[src/rtl/vws_pkg.sv]
package vws_pkg;
  localparam int PAY_W = 24;
  localparam int LEN_W = 5;

  typedef enum logic [1:0] {SH_IDLE, SH_SHIFT, SH_GAP} sh_state_e;

  // register word indices
  localparam logic [2:0] A_CTLA = 3'd0;
  localparam logic [2:0] A_CTLB = 3'd1;
  localparam logic [2:0] A_STAT = 3'd2;
  localparam logic [2:0] A_DATA = 3'd3;
  localparam logic [2:0] A_HOLD = 3'd4;

  // control A field positions
  localparam int CA_FLEN_LSB = 0;
  localparam int CA_CPOL     = 7;
  localparam int CA_LAUNCH   = 8;
  localparam int CA_CLEAR    = 9;
  localparam int CA_CAPTURE  = 10;
  localparam int CA_EN       = 11;
  localparam int CA_VARLEN   = 14;
  localparam int CA_SPD_LSB  = 20;

  // control B field positions
  localparam int CB_TXE_IE  = 6;
  localparam int CB_IDLE_IE = 7;
endpackage

[src/rtl/vws_fifo.sv]
module vws_fifo #(
  parameter int WIDTH = 24,
  parameter int DEPTH = 4,
  localparam int PTR_W = (DEPTH > 1) ? $clog2(DEPTH) : 1,
  localparam int LVL_W = $clog2(DEPTH + 1)
) (
  input  logic             clk,
  input  logic             rst_n,
  input  logic             flush,
  input  logic             push,
  input  logic [WIDTH-1:0] din,
  input  logic             pop,
  output logic [WIDTH-1:0] dout,
  output logic [LVL_W-1:0] level,
  output logic             full,
  output logic             empty
);
  logic [WIDTH-1:0] mem [DEPTH];
  logic [PTR_W-1:0] wptr_q, rptr_q;
  logic do_push, do_pop;

  assign full    = (level == LVL_W'(DEPTH));
  assign empty   = (level == '0);
  assign do_push = push && !full;
  assign do_pop  = pop && !empty;
  assign dout    = mem[rptr_q];

  function automatic logic [PTR_W-1:0] step(input logic [PTR_W-1:0] p);
    return (p == PTR_W'(DEPTH - 1)) ? '0 : p + 1'b1;
  endfunction

  always_ff @(posedge clk) begin
    if (do_push) mem[wptr_q] <= din;
  end

  always_ff @(posedge clk or negedge rst_n) begin
    if (!rst_n) begin
      wptr_q <= '0;
      rptr_q <= '0;
      level  <= '0;
    end else if (flush) begin
      wptr_q <= '0;
      rptr_q <= '0;
      level  <= '0;
    end else begin
      if (do_push) wptr_q <= step(wptr_q);
      if (do_pop)  rptr_q <= step(rptr_q);
      level <= level + LVL_W'(do_push) - LVL_W'(do_pop);
    end
  end

  p_no_overflow_r7: assert property (@(posedge clk) disable iff (!rst_n)
    (push && full && !pop && !flush) |=> (full && level == $past(level)));

  p_flush_empties_r10: assert property (@(posedge clk) disable iff (!rst_n)
    flush |=> empty);
endmodule

[src/rtl/vws_shifter.sv]
module vws_shifter
  import vws_pkg::*;
#(
  parameter int SPEED_W = 12
) (
  input  logic               clk,
  input  logic               rst_n,
  input  logic               en,
  input  logic               cpol,
  input  logic               launch_lead,
  input  logic               capture_trail,
  input  logic [SPEED_W-1:0] speed,
  input  logic               ent_valid,
  input  logic [PAY_W-1:0]   ent_data,
  input  logic [LEN_W-1:0]   ent_len,
  input  logic               ent_hold,
  output logic               ent_take,
  input  logic               miso,
  output logic               sclk,
  output logic               mosi,
  output logic               cs_n,
  output logic               busy,
  output logic [5:0]         bits_left,
  output logic               rx_valid,
  output logic [PAY_W-1:0]   rx_word
);
  sh_state_e          state_q;
  logic [SPEED_W-1:0] div_q;
  logic               half_q, gap_q, hold_q;
  logic [LEN_W-1:0]   len_q, cnt_q;
  logic [PAY_W-1:0]   tx_q, rx_q;
  logic               tick, last_bit;

  assign tick     = (state_q != SH_IDLE) && (div_q == speed);
  assign last_bit = (LEN_W'(cnt_q + 1'b1) == len_q);
  assign ent_take = en && ent_valid &&
                    ((state_q == SH_IDLE) || (state_q == SH_GAP && tick && gap_q));

  assign sclk      = cpol ^ half_q;
  assign mosi      = tx_q[PAY_W-1];
  assign busy      = (state_q != SH_IDLE);
  assign bits_left = (state_q == SH_SHIFT) ? 6'(len_q - cnt_q) : 6'd0;

  always_ff @(posedge clk or negedge rst_n) begin
    if (!rst_n) begin
      state_q  <= SH_IDLE;
      div_q    <= '0;
      half_q   <= 1'b0;
      gap_q    <= 1'b0;
      hold_q   <= 1'b0;
      len_q    <= '0;
      cnt_q    <= '0;
      tx_q     <= '0;
      rx_q     <= '0;
      cs_n     <= 1'b1;
      rx_valid <= 1'b0;
      rx_word  <= '0;
    end else if (!en) begin
      state_q  <= SH_IDLE;
      div_q    <= '0;
      half_q   <= 1'b0;
      gap_q    <= 1'b0;
      cs_n     <= 1'b1;
      rx_valid <= 1'b0;
    end else begin
      rx_valid <= 1'b0;
      div_q    <= (state_q == SH_IDLE || tick) ? '0 : div_q + 1'b1;
      case (state_q)
        SH_SHIFT: if (tick) begin
          half_q <= !half_q;
          if (!half_q) begin
            // leading edge
            if (!capture_trail) rx_q <= {rx_q[PAY_W-2:0], miso};
            if (launch_lead && cnt_q != '0) tx_q <= tx_q << 1;
          end else begin
            // trailing edge
            if (capture_trail) rx_q <= {rx_q[PAY_W-2:0], miso};
            if (!launch_lead) tx_q <= tx_q << 1;
            cnt_q <= cnt_q + 1'b1;
            if (last_bit) state_q <= SH_GAP;
          end
        end
        SH_GAP: if (tick) begin
          if (!gap_q) begin
            gap_q <= 1'b1;
          end else begin
            gap_q    <= 1'b0;
            rx_valid <= 1'b1;
            rx_word  <= rx_q << (LEN_W'(PAY_W) - len_q);
            state_q  <= SH_IDLE;
            cs_n     <= !hold_q;
          end
        end
        default: ;
      endcase
      if (ent_take) begin
        state_q <= SH_SHIFT;
        tx_q    <= ent_data;
        rx_q    <= '0;
        len_q   <= ent_len;
        hold_q  <= ent_hold;
        cnt_q   <= '0;
        half_q  <= 1'b0;
        gap_q   <= 1'b0;
        cs_n    <= 1'b0;
      end
    end
  end

  p_cs_in_shift_r4: assert property (@(posedge clk) disable iff (!rst_n)
    (state_q == SH_SHIFT) |-> !cs_n);

  p_edge_on_tick_r2: assert property (@(posedge clk) disable iff (!rst_n)
    (!$stable(half_q) && $past(en)) |-> $past(tick));

  p_gap_idle_level_r3: assert property (@(posedge clk) disable iff (!rst_n)
    (state_q == SH_GAP) |-> (sclk == cpol));
endmodule

[src/rtl/vws_spi_master.sv]
module vws_spi_master
  import vws_pkg::*;
#(
  parameter int FIFO_DEPTH = 4,
  parameter int SPEED_W    = 12
) (
  input  logic        clk,
  input  logic        rst_n,
  input  logic [2:0]  reg_addr,
  input  logic        reg_wr,
  input  logic        reg_rd,
  input  logic [31:0] reg_wdata,
  output logic [31:0] reg_rdata,
  output logic        spi_sclk,
  output logic        spi_mosi,
  input  logic        spi_miso,
  output logic        spi_cs_n,
  output logic        irq
);
  localparam int LVL_W = $clog2(FIFO_DEPTH + 1);
  localparam int TXE_W = 33;

  logic               en_q, cpol_q, launch_q, capture_q, varlen_q;
  logic [SPEED_W-1:0] speed_q;
  logic [5:0]         flen_q;
  logic               txe_ie_q, idle_ie_q;

  logic wr_ctla, wr_ctlb, tx_push, rx_pop, flush;
  assign wr_ctla = reg_wr && (reg_addr == A_CTLA);
  assign wr_ctlb = reg_wr && (reg_addr == A_CTLB);
  assign tx_push = reg_wr && (reg_addr == A_DATA || reg_addr == A_HOLD);
  assign rx_pop  = reg_rd && (reg_addr == A_DATA);
  assign flush   = wr_ctla && reg_wdata[CA_CLEAR];

  always_ff @(posedge clk or negedge rst_n) begin
    if (!rst_n) begin
      en_q <= 1'b0; cpol_q <= 1'b0; launch_q <= 1'b0; capture_q <= 1'b0;
      varlen_q <= 1'b0; speed_q <= '0; flen_q <= '0;
      txe_ie_q <= 1'b0; idle_ie_q <= 1'b0;
    end else begin
      if (wr_ctla) begin
        en_q      <= reg_wdata[CA_EN];
        cpol_q    <= reg_wdata[CA_CPOL];
        launch_q  <= reg_wdata[CA_LAUNCH];
        capture_q <= reg_wdata[CA_CAPTURE];
        varlen_q  <= reg_wdata[CA_VARLEN];
        speed_q   <= reg_wdata[CA_SPD_LSB +: SPEED_W];
        flen_q    <= reg_wdata[CA_FLEN_LSB +: 6];
      end
      if (wr_ctlb) begin
        txe_ie_q  <= reg_wdata[CB_TXE_IE];
        idle_ie_q <= reg_wdata[CB_IDLE_IE];
      end
    end
  end

  // TX path: entry = {hold flag, 32-bit word}
  logic [TXE_W-1:0] tx_head;
  logic [LVL_W-1:0] tx_lvl, rx_lvl;
  logic             tx_full, tx_empty, rx_full, rx_empty, tx_take;
  logic [PAY_W-1:0] rx_head, rx_word;
  logic             rx_valid, busy;
  logic [5:0]       bits_left;

  vws_fifo #(.WIDTH(TXE_W), .DEPTH(FIFO_DEPTH)) u_txq (
    .clk, .rst_n, .flush,
    .push(tx_push), .din({reg_addr == A_HOLD, reg_wdata}),
    .pop(tx_take), .dout(tx_head),
    .level(tx_lvl), .full(tx_full), .empty(tx_empty));

  vws_fifo #(.WIDTH(PAY_W), .DEPTH(FIFO_DEPTH)) u_rxq (
    .clk, .rst_n, .flush,
    .push(rx_valid), .din(rx_word),
    .pop(rx_pop), .dout(rx_head),
    .level(rx_lvl), .full(rx_full), .empty(rx_empty));

  // entry length: per-entry top byte or the fixed field, clamped to 1..24
  logic [7:0]       raw_len;
  logic [LEN_W-1:0] eff_len;
  assign raw_len = varlen_q ? tx_head[31:24] : {2'b00, flen_q};
  assign eff_len = (raw_len == 8'd0 || raw_len > 8'(PAY_W)) ? LEN_W'(PAY_W) : raw_len[LEN_W-1:0];

  vws_shifter #(.SPEED_W(SPEED_W)) u_shift (
    .clk, .rst_n, .en(en_q), .cpol(cpol_q),
    .launch_lead(launch_q), .capture_trail(capture_q), .speed(speed_q),
    .ent_valid(!tx_empty), .ent_data(tx_head[PAY_W-1:0]),
    .ent_len(eff_len), .ent_hold(tx_head[TXE_W-1]), .ent_take(tx_take),
    .miso(spi_miso), .sclk(spi_sclk), .mosi(spi_mosi), .cs_n(spi_cs_n),
    .busy, .bits_left, .rx_valid, .rx_word);

  assign irq = (txe_ie_q && tx_empty) || (idle_ie_q && !busy);

  logic [31:0] stat_w, ctla_w, ctlb_w;
  always_comb begin
    stat_w        = '0;
    stat_w[31:24] = 8'(tx_lvl);
    stat_w[23:16] = 8'(rx_lvl);
    stat_w[10]    = tx_full;
    stat_w[9]     = tx_empty;
    stat_w[8]     = rx_full;
    stat_w[7]     = rx_empty;
    stat_w[6]     = busy;
    stat_w[5:0]   = bits_left;

    ctla_w = '0;
    ctla_w[CA_EN]      = en_q;
    ctla_w[CA_CPOL]    = cpol_q;
    ctla_w[CA_LAUNCH]  = launch_q;
    ctla_w[CA_CAPTURE] = capture_q;
    ctla_w[CA_VARLEN]  = varlen_q;
    ctla_w[CA_SPD_LSB +: SPEED_W] = speed_q;
    ctla_w[CA_FLEN_LSB +: 6]      = flen_q;

    ctlb_w = '0;
    ctlb_w[CB_TXE_IE]  = txe_ie_q;
    ctlb_w[CB_IDLE_IE] = idle_ie_q;

    case (reg_addr)
      A_CTLA:  reg_rdata = ctla_w;
      A_CTLB:  reg_rdata = ctlb_w;
      A_STAT:  reg_rdata = stat_w;
      A_DATA:  reg_rdata = rx_empty ? 32'd0 : {8'd0, rx_head};
      default: reg_rdata = 32'd0;
    endcase
  end

  p_disable_stops_r10: assert property (@(posedge clk) disable iff (!rst_n)
    !en_q |=> !busy);
endmodule

[config.mk]
export PLATFORM = sky130hd
export DESIGN_NAME = vws_spi_master
export DESIGN_NICKNAME = d
export VERILOG_FILES = /design/src/rtl/vws_pkg.sv /design/src/rtl/vws_fifo.sv /design/src/rtl/vws_shifter.sv /design/src/rtl/vws_spi_master.sv
export SDC_FILE = /design/constraint.sdc
export NUM_CORES = 1
export LEC_CHECK = 0
export ABC_AREA = 1
export BUFFER_PORTS_ARGS = -buffer_cell sky130_fd_sc_hd__clkbuf_2
export CAP_MARGIN = 0
export CORE_MARGIN = 2
export CORE_UTILIZATION = 50
export CTS_BUF_LIST = sky130_fd_sc_hd__clkbuf_16
export DETAILED_ROUTE_END_ITERATION = 8
export PLACE_DENSITY = 0.7
export SLEW_MARGIN = 20
export SYNTH_ARGS = -nofsm -noshare
export SYNTH_HDL_FRONTEND = slang
export SYNTH_SLANG_ARGS = --single-unit
[constraint.sdc]
create_clock -name clk -period 2.91 [get_ports clk]
set_input_delay 0.582 -clock clk [delete_from_list [all_inputs] [get_ports clk]]
set_output_delay 0.582 -clock clk [all_outputs]
set_load 0.05 [all_outputs]
==> metrics.md, run 1 <==
| Metric | Value |
|---|---|
| Status | `complete, no violations` |
| Drt initial violations | `1063` |
| Boundary Pins | `76` |
| Final Non-Filler Cells | `2248` |
| Seq/Total Area, Yosys | `0.622` |
| Setup CP Type | `flip-flop to output port` |
| Final hold vios | `0` |
| Post-synth top area share | `0.412` |
| CTS Buf Count | `39` |
| Clock root cell | `clkbuf_16` |
| Grt ovf | `0` |
| Count leader, synth | `nand2_1` |
| Synthesized area | `16600 µm²` |
| CTS tree | `yes` |
| Initial antenna violation count | `0` |
| FF-to-FF Start | `u_shift.div_q[8]` |
| Tcrit/Tclk final | `0.998` |
| Setup slack, reg-to-reg | `around 280 ps` |
| Skew final | `about 14 ps` |
| Number of synthesized register bits | `368` |
| Clock Latency Late Sink | `530 ps` |
| Hpwl dp | `between 20 and 30 mm` |
| Worst Setup Start Kind | `flip-flop` |
| Routed vias/inst | `5.45` |
| Number of iterations in the first detailed-routing pass | `6` |
| FFs w/ async S/R, synth | `0.380` |
| Post-synth top flop | `edfxtp_1` |
| Floorplan row count | `66` |
| Crit-path max FO | `5` |
| Layout cells sized above 1 | `0.135` |
| Cell count after synthesis | `1680` |
| # setup viols final | `0` |
| Global-route wire length before repair | `64.3 mm` |
| Power per cell area | `929 nW/µm²` |
| RSZ-0062 raised after global routing | `true` |
| Max VDD drop | `0.577 mV` |
| Req. time, crit path | `2330 ps` |
| Synth top cells by count | `nand2_1, o21ai_0, nor2_1` |
| Final net count | `1841` |
| LEAKAGE | `between 7 and 8 nW` |
| CTS Sinks | `368` |
| Gr usage total | `0.232` |
| # DRC | `0` |
| Post-synth net total | `1746` |
| Worst Setup End Kind | `output port` |
| Number of global-route vias before repair | `11900` |
| Setup WS pre-CTS | `256 ps` |
| Largest net degree at the start of global routing | `67` |
| Count of cell types in the netlist | `48` |
| R2R depth | `17` |
| Mapped Avg Cell Area | `9.90 µm²` |
| Via count | `12200` |
| Total wire length | `40.0 mm` |
| Routed wire per std cell | `about 18 µm` |
| Slew @ Worst Pin | `696 ps` |
| CP arrival | `2320 ps` |
| Input/output buffers | `75` |
| Final min period | `2900 ps` |
| Synth area leader | `edfxtp_1` |
| Die Ht | `186 µm` |
| Core area | `between 30000 and 40000 µm²` |
| Antenna viol nets, final | `0` |
| Antenna Cells | `0` |
| Max clock buf depth | `3` |
| Hold_buf cts | `0` |
| Fmax | `0.344 GHz` |
| Post-synth EDFFs | `228` |
| Hold crit path type | `input port to asynchronous set/reset pin` |
| DIE WIDTH | `about 190 µm` |
| Crit Reg-Reg Endpoint | `u_txq.level[1]` |
| Slew Limit Fails | `0` |
| P&R area growth vs syn | `14.7%` |
| Post-Route Setup TNS | `0 ps` |
| Initial Util | `0.510` |
| Reg clk slew, reported paths | `60 ps` |
| Rel. slew slack | `0.536` |
| Global placement routability congestion | `around 0.9` |
| H-tree depth | `2` |
| Cells after DPL | `2174` |
| Top cells by area, synth | `edfxtp_1, dfrtp_1, o21ai_0` |
| Final worst slack | `7.14 ps` |
| Synth Warn # | `0` |
| Die area | `34700 µm²` |
| Max Cap Violations | `0` |
## final cells by class
class	count	area (µm²)
fillers	2710	13500
flip-flops and latches	368	10400
multi-input cells	1078	5460
clock buffers	40	1000
repair buffers	134	983
inverters	154	578
well taps	442	553
clock inverters	32	155
## placed cells by master, fill, tap and decap left out, types with 3 or more instances in the layout
cell type  instances
nand3b_1           3
ha_4               3
xor2_1             8
o22ai_1           73
buf_12             8
dfrtp_1          136
clkinv_1          11
nor2_2            11
nand2_1          303
a22o_1             5
nand4_1            7
clkbuf_16         40
mux2i_1            5
nor2_4             4
o31ai_1            9
clkbuf_2          65
nand3_2            8
nand2_2            4
inv_1            155
ha_1              20
nand3_1           57
o21ai_0          239
or2_2              3
dfrtp_2            3
a22oi_1            4
clkbuf_8           4
edfxtp_1         228
nor2_1           224
buf_4             53
xnor2_1            7
inv_2              8
o21ai_1           13
a21oi_1           21
clkinv_2           8
o211ai_1          11
nor3_1            12
## per-layer routing
layer  track usage  wire length (µm)
met5             0                 0
met4        0.0745              1120
met3        0.0395              2570
met2         0.376             18500
met1         0.322             17900
## worst max path at each step
| stage | start | endpoint | slack [ps] | cells past startpoint |
|---|---|---|---|---|
| after floorplan | reg_addr[1] | u_txq.mem[0][0] | -310 | 7 |
| after detailed placement | u_shift.len_q[0] | reg_rdata[4] | 260 | 9 |
| final | u_shift.cnt_q[1] | reg_rdata[3] | 7 | 10 |
| after global placement | reg_addr[1] | u_rxq.level[1] | 250 | 14 |
| after global routing | u_shift.cnt_q[1] | reg_rdata[3] | -120 | 10 |
| after CTS | u_shift.len_q[0] | reg_rdata[4] | -30 | 9 |
## critical path, cell delays in order (launching register included)
cell and delay [ps]:
dfrtp_1 430, inv_2 120, ha_4 210, nand2_2 60, nor2_2 40, a211oi_2 230
nor2_1 90, nor2_1 120, nand2_1 80, o211ai_1 170, clkbuf_8 260
## where the power goes
part | leakage [nW] | switching [mW] | internal [mW] | total [mW]
logic | 3.26 | 4.53 | 2.25 | 6.78
registers | 4.08 | 0.416 | 6.07 | 6.49
clock network | 0.616 | 1.96 | 2.49 | 4.45
total | 7.95 | 6.90 | 10.8 | 17.7
## per-stage QoR
stage / hold WS, ps / total power [mW] / instance area, µm² / util
CTS: 83.4 / 17.6 / 19000 / 0.583
finish: 59.9 / 17.7 / 19100 / 0.585
floorplan: 286 / 11.2 / 16600 / -
detailed placement: 491 / 13.1 / 17800 / 0.545
global placement: 480 / 13.0 / 17800 / 0.545
global route: 112 / 18.9 / 19100 / 0.585
## repair_timing
item                                    4_1_cts  5_1_grt
pin swaps                                     2        8
endpoints found under the setup margin        9        9
buffers inserted                              0        2
gates resized for setup                      20       14
## cell families after synthesis
family	count (synthesis)	share of synthesized area
flops	368	0.622
xor+xnor	17	0.0105
buf+inv	234	0.0563
fa+ha+maj	26	0.0209
mux	6	0.00369
compound gates	385	0.127
simple gates	644	0.159
## registers in the layout (all words and copies together), names as in the netlist, 6 cells and up
name / count
flen_q: 6
speed_q: 12
u_rxq.mem: 96
u_shift.div_q: 12
u_shift.rx_q: 24
u_shift.rx_word: 24
u_shift.tx_q: 24
u_txq.mem: 132
(Power assumes the default switching activity.)
==> run 2: changes to the inputs <==
--- a/config.mk
+++ b/config.mk
@@ -8,11 +8,14 @@
 export ABC_AREA = 1
 export BUFFER_PORTS_ARGS = -buffer_cell sky130_fd_sc_hd__clkbuf_2
 export CAP_MARGIN = 0
+export CELL_PAD_IN_SITES_DETAIL_PLACEMENT = 0
+export CELL_PAD_IN_SITES_GLOBAL_PLACEMENT = 2
+export CORE_ASPECT_RATIO = 0.5
 export CORE_MARGIN = 2
-export CORE_UTILIZATION = 50
+export CORE_UTILIZATION = 36
 export CTS_BUF_LIST = sky130_fd_sc_hd__clkbuf_16
 export DETAILED_ROUTE_END_ITERATION = 8
-export PLACE_DENSITY = 0.7
+export PLACE_DENSITY = 0.82
 export SLEW_MARGIN = 20
 export SYNTH_ARGS = -nofsm -noshare
 export SYNTH_HDL_FRONTEND = slang
==> run 2 against run 1 <==
  * The flow now finishes with violations (negative hold slack)
  * Sequential power hardly changed
  * Via count is 3.6% lower
  * Die area is 38% higher
  * Total power is 1.1% higher
  * Critical path depth is 1 lower
  * Worst setup slack better by 41 ps
  * Non-clock buffer count is 2 lower
  * Combinational power is 1% higher
  * First-iteration DRC count is 12% lower
  * Clock power is 3% higher
  * Critical path type unchanged
  * Largest cell class unchanged
==> metrics.md, run 2 (synthesized netlist as in run 1, its figures left out) <==
| Metric | Value |
|---|---|
| Failing checks | `negative hold slack` |
| Critical Path Start | `u_shift.len_q[0]` |
| Grt met3 use | `0.0333` |
| Status | `finished with violations` |
| Slew Limit Fails | `0` |
| Worst path cell trace | `inv_2 -> ha_4 -> inv_2 -> fa_2 -> a21oi_2 -> o21bai_1 -> xnor2_1 -> o21ai_1 -> clkbuf_8` |
| Skew final | `23.7 ps` |
| M2 GR Usage | `0.297` |
| Clock root cell | `clkbuf_16` |
| Crit-path slowest cell | `dfrtp_1` |
| Worst Setup End Kind | `output port` |
| Die Ht | `156 µm` |
| CTS tree | `yes` |
| Floorplan row count | `55` |
| Routed wire per std cell | `17.4 µm` |
| Max VDD drop | `0.663 mV` |
| Crit-path max cell delay | `400 ps` |
| Max Cap Violations | `0` |
| CP bufs+invs | `3` |
| Final net count | `between 1500 and 2000` |
| Hpwl dp | `27.9 mm` |
| Fill count | `about 4400` |
| Initial Util | `0.366` |
| Tcrit/Tclk final | `0.984` |
| GRT busiest layer | `met2` |
| Number of global-route vias before repair | `11400` |
| CTS Sinks | `roughly 370` |
| Cell repeated most along the worst path | `inv_2` |
| Worst Setup Start Kind | `flip-flop` |
| Met1 Use GR | `0.232` |
| H-tree depth | `2` |
| Layout cells sized above 1 | `0.134` |
| Final core utilization | `0.424` |
| Global-route wire length before repair | `65.3 mm` |
| # setup viols final | `0` |
| Boundary Pins | `between 70 and 80` |
| Antenna viol nets, final | `0` |
| Initial antenna violation count | `0` |
| Final Hold Slack | `-5.10 ps` |
| CP arrival | `~2300 ps` |
| Final hold vios | `3` |
| Grt ovf | `0` |
| Antenna Cells | `0` |
| Max reg flops | `132` |
| Clock Latency Late Sink | `between 500 and 600 ps` |
| Final worst slack | `between 40 and 50 ps` |
| Crit path max-delay family | `adder cells` |
| Number of iterations in the first detailed-routing pass | `5` |
| Largest regs | `u_txq.mem x132, u_rxq.mem x96` |
| Fmax | `0.349 GHz` |
| Req. time, crit path | `2330 ps` |
| LEAKAGE | `7.93 nW` |
| Total wire length | `41.7 mm` |
| Global placement routability congestion | `0.797` |
| Commonest non-fill, non-tap cell in the layout | `nand2_1` |
| Setup CP Type | `flip-flop to output port` |
| Most frequent cells in the layout | `nand2_1, o21ai_0, edfxtp_1` |
| Gr usage total | `0.174` |
| Final min period | `roughly 2900 ps` |
| Crit-path max FO | `2` |
| Core area | `45400 µm²` |
| Routed vias/inst | `4.93` |
| Reg clk slew, reported paths | `60 ps` |
| Input/output buffers | `75` |
| Hold crit path type | `input port to asynchronous set/reset pin` |
| Die area | `48000 µm²` |
| Max clock buf depth | `3` |
| DIE WIDTH | `308 µm` |
| CTS Buf Count | `36` |
| FF-to-FF Start | `u_shift.div_q[8]` |
| Drt initial violations | `935` |
| Largest net degree at the start of global routing | `62` |
| # DRC | `0` |
| Power per cell area | `931 nW/µm²` |
| Rel. slew slack | `0.515` |
| RSZ-0062 raised after global routing | `true` |
| P&R area growth vs syn | `15.6%` |
| Via count | `~12000` |
| Slew @ Worst Pin | `727 ps` |
| Largest register by flop count | `u_txq.mem` |
| Setup WS pre-CTS | `172 ps` |
-- run 2: changes by cell type in the layout (fill, tap and decap cells not counted), moves of 3 or more --
cell      before  now
inv_1        155  150
buf_4         53   49
buf_2          0    3
clkbuf_8       4    1
o21ai_1       13   16
-- run 2: metal layers --
layer  vias up  wire length, µm  part of all wire
met1      5681            19300              0.46
li1       5907                -                 -
met4         0              586             0.014
met2       172            20000              0.48
met5         -                0                 0
met3        50             1780             0.043
-- run 2: area by class of cell --
cell class	instances	area (µm²)	share of cell area
Inverter	154	578	0.0301
Clock buffer	38	951	0.0494
Tap cell	598	748	0.0389
Multi-Input combinational cell	1078	5440	0.283
Clock inverter	28	196	0.0102
Sequential cell	368	10400	0.538
Timing Repair Buffer	132	961	0.0500
-- run 2: timing repair --
action | CTS | global route
resized for setup | 11 | 21
buffers inserted | 1 | 6
pin swaps | 0 | 8
endpoints found under the setup margin | 7 | 11
hold buffers | 0 | 0
-- run 2: worst reg2reg max path, cell delays in order, from the launching register on --
cell and delay, ps:
dfrtp_2 450, nand2_1 80, nand2_1 50, nor2_1 90, nand2_1 110, nor2_2 150, nand4_1 120, nand2_1 140
nand2_2 60, clkinv_1 70, ha_1 220, inv_1 60, ha_1 130, inv_1 40, fa_1 410, or2_2 290
inv_1 50
-- run 2: metrics by stage --
step | power [mW] | setup TNS, ps | area (µm²) | cells | hold slack, ps
2_1_floorplan | 11.2 | -41320 | 16600 | 1680 | 286
3_3_place_gp | 13.3 | 0 | 18000 | 2323 | 486
3_5_place_dp | 13.3 | 0 | 18000 | 2323 | 491
4_1_cts | 17.9 | -58.8 | 19100 | 2390 | 0.806
5_1_grt | 19.2 | -155 | 19200 | 2396 | 6.19
6_report | 17.9 | 0 | 19200 | 2396 | -5.10
-- run 2: final timing paths --
| check | endpoint | slack [ps] | depth (start not counted) |
|---|---|---|---|
| min | u_shift.rx_word[19] | -5 | 1 |
| min reg2reg | u_shift.tx_q[0] | 510 | 2 |
| max | reg_rdata[4] | 50 | 9 |
| min in group clk | u_txq.mem[1][18] | 270 | 1 |
| max reg2reg | u_txq.level[1] | 340 | 16 |
| max in group asynchronous | u_shift.rx_q[10] | 2250 | 2 |
-- run 2: power by group --
part	total, mW	switching [mW]	leakage (nW)	internal, mW
Clock	4.57	2.01	0.597	2.56
Sequential	6.49	0.423	4.08	6.07
Combinational	6.85	4.57	3.26	2.28
